**src/rtl/boot_latch_pkg.sv**
```systemverilog
`timescale 1ns/1ps
package boot_latch_pkg;

    typedef enum logic [1:0] {
        BM_FLASH  = 2'd0,
        BM_SYSMEM = 2'd1,
        BM_SRAM   = 2'd2
    } boot_mode_e;

    // Strap decode: low strap clear always means flash
    function automatic boot_mode_e strap_decode(input logic hi, input logic lo);
        if (!lo)
            return BM_FLASH;
        else if (!hi)
            return BM_SYSMEM;
        else
            return BM_SRAM;
    endfunction

endpackage

```
**src/rtl/bootlatch_timer.sv**
```systemverilog
`timescale 1ns/1ps
module bootlatch_timer #(
    parameter int SAMPLE_EDGE = 4
) (
    input  logic clk,
    input  logic rst_n,
    input  logic restart,
    output logic fire
);
    localparam int CNT_W = $clog2(SAMPLE_EDGE + 1);
    localparam logic [CNT_W-1:0] LAST = CNT_W'(SAMPLE_EDGE - 1);

    typedef struct packed {
        logic             active;
        logic [CNT_W-1:0] cnt;
    } tmr_t;

    tmr_t tmr_d, tmr_q;

    always_comb begin
        tmr_d = tmr_q;
        if (restart) begin
            tmr_d.active = 1'b1;
            tmr_d.cnt    = '0;
        end else if (tmr_q.active) begin
            if (tmr_q.cnt == LAST) begin
                tmr_d.active = 1'b0;
                tmr_d.cnt    = '0;
            end else begin
                tmr_d.cnt = tmr_q.cnt + 1'b1;
            end
        end
    end

    // Window opens out of reset
    always_ff @(posedge clk or negedge rst_n) begin
        if (!rst_n) begin
            tmr_q.active <= 1'b1;
            tmr_q.cnt    <= '0;
        end else begin
            tmr_q <= tmr_d;
        end
    end

    assign fire = tmr_q.active && (tmr_q.cnt == LAST) && !restart;

endmodule

```
**src/rtl/bootlatch_select.sv**
```systemverilog
`timescale 1ns/1ps
module bootlatch_select
    import boot_latch_pkg::*;
(
    input  boot_mode_e mode,
    input  logic       valid,
    output logic [2:0] sel
);
    always_comb begin
        sel = 3'b000;
        if (valid) begin
            unique case (mode)
                BM_FLASH:  sel = 3'b001;
                BM_SYSMEM: sel = 3'b010;
                BM_SRAM:   sel = 3'b100;
                default:   sel = 3'b000;
            endcase
        end
    end
endmodule

```
**src/rtl/bootlatch_remap.sv**
```systemverilog
`timescale 1ns/1ps
module bootlatch_remap #(
    parameter int              ADDR_W     = 32,
    parameter int              ALIAS_W    = 12,
    parameter logic [ADDR_W-1:0] FLASH_BASE = 32'h0800_0000,
    parameter logic [ADDR_W-1:0] SYS_BASE   = 32'h1FFF_F000,
    parameter logic [ADDR_W-1:0] SRAM_BASE  = 32'h2000_0000
) (
    input  logic [ADDR_W-1:0] addr_in,
    input  logic [2:0]        sel,
    output logic [ADDR_W-1:0] addr_out
);
    localparam int HI_W = ADDR_W - ALIAS_W;
    localparam logic [ADDR_W-1:0] BASES [3] = '{FLASH_BASE, SYS_BASE, SRAM_BASE};

    logic              in_window;
    logic [ADDR_W-1:0] base_or [4];

    assign in_window = (addr_in[ADDR_W-1:ALIAS_W] == HI_W'(0));

    // OR-reduce the bases picked by the one-hot select
    assign base_or[0] = '0;
    for (genvar g = 0; g < 3; g++) begin : g_base
        assign base_or[g+1] = base_or[g] | (sel[g] ? BASES[g] : '0);
    end

    assign addr_out = (in_window && (sel != 3'b000)) ? base_or[3] + addr_in : addr_in;

endmodule

```
**src/rtl/boot_strap_latch.sv**
```systemverilog
`timescale 1ns/1ps
module boot_strap_latch
    import boot_latch_pkg::*;
#(
    parameter int              SAMPLE_EDGE = 4,
    parameter int              ADDR_W      = 32,
    parameter int              ALIAS_W     = 12,
    parameter logic [ADDR_W-1:0] FLASH_BASE  = 32'h0800_0000,
    parameter logic [ADDR_W-1:0] SYS_BASE    = 32'h1FFF_F000,
    parameter logic [ADDR_W-1:0] SRAM_BASE   = 32'h2000_0000
) (
    input  logic              clk,
    input  logic              rst_n,
    input  logic              standby_exit,
    input  logic              strap_lo,
    input  logic              strap_hi,
    input  logic [ADDR_W-1:0] fetch_addr,
    output logic [1:0]        boot_mode,
    output logic              boot_valid,
    output logic              sel_flash,
    output logic              sel_sysmem,
    output logic              sel_sram,
    output logic [ADDR_W-1:0] mapped_addr
);
    typedef struct packed {
        boot_mode_e mode;
        logic       valid;
    } latch_t;

    latch_t     st_d, st_q;
    logic       fire;
    logic [2:0] sel;

    bootlatch_timer #(.SAMPLE_EDGE(SAMPLE_EDGE)) u_timer (
        .clk     (clk),
        .rst_n   (rst_n),
        .restart (standby_exit),
        .fire    (fire)
    );

    always_comb begin
        st_d = st_q;
        if (standby_exit) begin
            st_d.valid = 1'b0;
        end else if (fire) begin
            st_d.mode  = strap_decode(strap_hi, strap_lo);
            st_d.valid = 1'b1;
        end
    end

    always_ff @(posedge clk or negedge rst_n) begin
        if (!rst_n) begin
            st_q.mode  <= BM_FLASH;
            st_q.valid <= 1'b0;
        end else begin
            st_q <= st_d;
        end
    end

    bootlatch_select u_sel (
        .mode  (st_q.mode),
        .valid (st_q.valid),
        .sel   (sel)
    );

    bootlatch_remap #(
        .ADDR_W     (ADDR_W),
        .ALIAS_W    (ALIAS_W),
        .FLASH_BASE (FLASH_BASE),
        .SYS_BASE   (SYS_BASE),
        .SRAM_BASE  (SRAM_BASE)
    ) u_remap (
        .addr_in  (fetch_addr),
        .sel      (sel),
        .addr_out (mapped_addr)
    );

    assign boot_mode  = st_q.mode;
    assign boot_valid = st_q.valid;
    assign sel_flash  = sel[0];
    assign sel_sysmem = sel[1];
    assign sel_sram   = sel[2];

endmodule

```
**config.mk**
```make
export PLATFORM = sky130hd
export DESIGN_NAME = boot_strap_latch
export DESIGN_NICKNAME = d
export VERILOG_FILES = /design/src/rtl/boot_latch_pkg.sv /design/src/rtl/bootlatch_timer.sv /design/src/rtl/bootlatch_select.sv /design/src/rtl/bootlatch_remap.sv /design/src/rtl/boot_strap_latch.sv
export SDC_FILE = /design/constraint.sdc
export NUM_CORES = 1
export LEC_CHECK = 0
export ABC_AREA = 1
export BUFFER_PORTS_ARGS = -buffer_cell sky130_fd_sc_hd__buf_4
export CORE_MARGIN = 2
export CORE_UTILIZATION = 30
export CTS_CLUSTER_SIZE = 20
export DETAILED_ROUTE_END_ITERATION = 8
export PLACE_DENSITY = 0.55
export SYNTH_ARGS = -nofsm -noshare
export SYNTH_HDL_FRONTEND = slang
export SYNTH_SLANG_ARGS = --single-unit
```
**constraint.sdc**
```tcl
create_clock -name clk -period 7.85 [get_ports clk]
set_clock_uncertainty 0.05 [all_clocks]
set_input_delay 1.57 -clock clk [delete_from_list [all_inputs] [get_ports clk]]
set_output_delay 1.57 -clock clk [all_outputs]
set_load 0.02 [all_outputs]
```
==> metrics.txt <==
number of buffers inserted by hold repair at cts=0; clock latency on the worst-skew pair=between 0.2 and 0.25 ns; number of buffers on the longest clock path=2; pin count of the biggest net entering global routing=19; final hold violations=0; final routed wire length divided by cell count=between 10 and 15 um; share of cell area taken by muxes after synthesis=0; number of H-tree branching levels=1; register bit count reported by yosys=7; I/O Pins=75; capture point of the critical path=mapped_addr[30]; total via count in the routed design=between 1500 and 2000; fraction of synthesis flops using an asynchronous set or reset pin=1.00; slowest library cell on the worst path=fa_1; width of the chip=79.3 um; biggest cell delay along the critical path=about 0.4 ns; Num CTS Buffers=3; most frequent cells in the layout=nand2_1, inv_1, buf_4; worst slack after detailed placement=between 2 and 3 ns; fraction of the yosys area taken by sequential cells=0.104; number of remaining DRC errors=0; worst slew pin tran=roughly 0.46 ns; effective utilization at floorplan=0.309; Maximum Capacitance Violations=0; area delta synth->final=23.8%; global-route wire length before repair=7.79 mm; R2R cell count=5; Post-Syn Area=1700 sq um; number of non-filler instances in the completed layout=roughly 400; required time at the endpoint of the critical path=about 6.2 ns; GP Congestion=~0.86; detailed router's first-iteration violation count=72; overall die area=6290 sq um; post-placement cell count=between 300 and 400; CTS root buf=clkbuf_8; nets@finish=a little under 400; FILL cells=roughly 620; post-synthesis net count=around 350; WS Path Type=input pin to output port; most used cell, CP=nand2_1; XOR/XNOR Fraction of Synth Area=0.0258; Post-Synth Adder-Cell Area=0.152; most common cell after layout, fill and taps aside=nand2_1; path type of the worst min-delay path=register to register; clock-pin slew on the worst setup and hold paths=roughly 0.04 ns; maximum clock rate=204 MHz; fin crit share=0.624; crit path time final=roughly 4.9 ns; # setup viols final=0; final antenna-violating net count=0; clock tree from TritonCTS=built; total detailed-routing wirelength=roughly 4.5 mm; number of standard-cell rows in the floorplan=27; Global Route Usage Sum=0.149; instance count on the critical path=16; router iterations before antenna repair=4; Post-Route Setup TNS=0 ns; most frequently used flop master after synthesis=dfrtp_1; IO Port Bufs=50; Setup crit start kind=input pin; antenna violations before repair=0; final setup slack of the worst path=a little under 3 ns; Worst path top cell family by delay=simple AND/OR/NAND/NOR gates; die height=~80 um; run status=finished, final reports clean; Max Fanout on Critical Path=3; number of setup buffers added after CTS=0; ordered cell list for the critical path=buf_4 > ha_1 > inv_1 > fa_1 > inv_1 > nand3_1 > nand2_1 > nand2_1 > nand2_1 > nand2_1 > nand2_1 > nand3_1 > nand2_1 > nand2_1 > nand2_1 > buf_4; Crit. Startpoint=fetch_addr[12]; number of antenna cells inserted=0; Worst slew margin=0.691; CTS resizes=0; compound-cell area share of the yosys netlist=0.116; static leakage=approximately 0.0012 uW; Std-Cell Core Area=between 5000 and 6000 sq um; fraction of the mapped netlist area in simple logic gates=0.414; number of global-route vias before repair=roughly 1800; Final Util=0.382; CP bufs+invs=4; beginning of the worst register-to-register path=u_timer.tmr_q[0]; count of final max-slew check failures=0; setup repair after global routing missed its margin=false; R2R Setup Slk=around 6.5 ns; post-synthesis area per instance=~6 sq um; dominant combinational cell family by area after synthesis=simple AND/OR/NAND/NOR gates; power density over the cells=approximately 110 nW/um^2; Synth Instances=between 200 and 300; DR vias/cell=approximately 4.5; worst ir drop on vdd=between 0.1 and 0.15 mV; Clock Sinks=7; capture point of the worst reg-to-reg path=boot_mode[0]; CP endpoint kind=output port; number of warning messages in the yosys log=0; share of final-layout standard cells stronger than drive strength 1=0.209; Synth cell types=29; post-DP HPWL=approximately 3.8 mm; arrival time of data at the critical path endpoint=about 3.3 ns; overall overflow remaining after global route=0; EDFF count, synth=0
-- power breakdown --
group / internal [uW] / switching, uW / leakage (uW)
combinational: 51.9 / 75.3 / 0.00112
clock: 35.1 / 15.0 / 0.0000228
sequential: 45.4 / 7.85 / 0.0000896
total: 132 / 98.1 / 0.00123
-- worst register-to-register path, delay by kind of cell, from the launching register on --
family | cells | cell delay, ns
compound gates | 1 | 0.10
fa+ha+maj | 1 | 0.18
simple gates | 3 | 0.55
flops | 1 | 0.37
-- layer usage --
| metal | GRT usage | wire (um) | vias up |
|---|---|---|---|
| li1 | - | - | 991 |
| met1 | 0.207 | 2200 | 759 |
| met2 | 0.257 | 2090 | 40 |
| met3 | 0.00909 | 166 | 4 |
| met4 | 0.0259 | 45 | 0 |
| met5 | 0 | 0 | - |
-- state kept, by name, indices dropped and copies added (netlist names) --
| signal | cells |
|---|---|
| u_timer.tmr_q | 4 |
| boot_valid | 1 |
| boot_mode | 2 |
-- cell families after synthesis --
| family | after synthesis |
|---|---|
| DFF | 7 |
| AOI/OAI and AO/OA | 38 |
| and+or+nand+nor | 151 |
| xor gates and xnor gates | 5 |
| buffers and inverters | 68 |
| adders and majority gates | 20 |
-- stage by stage --
step | hold WS, ns | cell area (sq um) | total power [uW]
finish | 0.447 | 2100 | 231
global route | 0.473 | 2100 | 251
CTS | 0.453 | 2100 | 234
detailed placement | 0.447 | 2060 | 182
global placement | 0.428 | 2060 | 181
floorplan | 0.404 | 1700 | 143
-- worst min path at each step --
stage / to / slack [ns] / startpoint / depth (start not counted)
floorplan: u_timer.tmr_q[0] / 0.40 / u_timer.tmr_q[0] / 1
CTS: u_timer.tmr_q[0] / 0.45 / u_timer.tmr_q[0] / 1
global placement: u_timer.tmr_q[0] / 0.43 / u_timer.tmr_q[0] / 1
finish: u_timer.tmr_q[0] / 0.45 / u_timer.tmr_q[0] / 1
global route: u_timer.tmr_q[0] / 0.47 / u_timer.tmr_q[0] / 1
detailed placement: u_timer.tmr_q[0] / 0.45 / u_timer.tmr_q[0] / 1
-- Yosys cell counts, types with 2 or more instances --
| cell type | count | share of area |
|---|---|---|
| or2_2 | 4 | 0.015 |
| nand3b_1 | 5 | 0.022 |
| nand3_1 | 20 | 0.059 |
| nand4_1 | 5 | 0.018 |
| o21ai_0 | 15 | 0.044 |
| ha_1 | 19 | 0.14 |
| inv_1 | 52 | 0.11 |
| nor3_1 | 2 | 0.0059 |
| nor2_1 | 20 | 0.044 |
| nand2_1 | 85 | 0.19 |
| and2_1 | 2 | 0.0074 |
| dfrtp_1 | 6 | 0.088 |
| a21oi_1 | 20 | 0.059 |
| nand3_2 | 5 | 0.029 |
| buf_4 | 12 | 0.053 |
| xnor2_1 | 4 | 0.021 |
-- final cells by class --
| cell class | count | area [sq um] | share of cell area |
|---|---|---|---|
| clock buffers | 4 | 45.0 | 0.0214 |
| inverters | 54 | 208 | 0.0987 |
| multi-input cells | 214 | 1200 | 0.571 |
| well taps | 72 | 90.1 | 0.0428 |
| flip-flops and latches | 7 | 176 | 0.0838 |
| repair buffers | 51 | 383 | 0.182 |
Note: power is estimated with default switching activity, not from simulation.
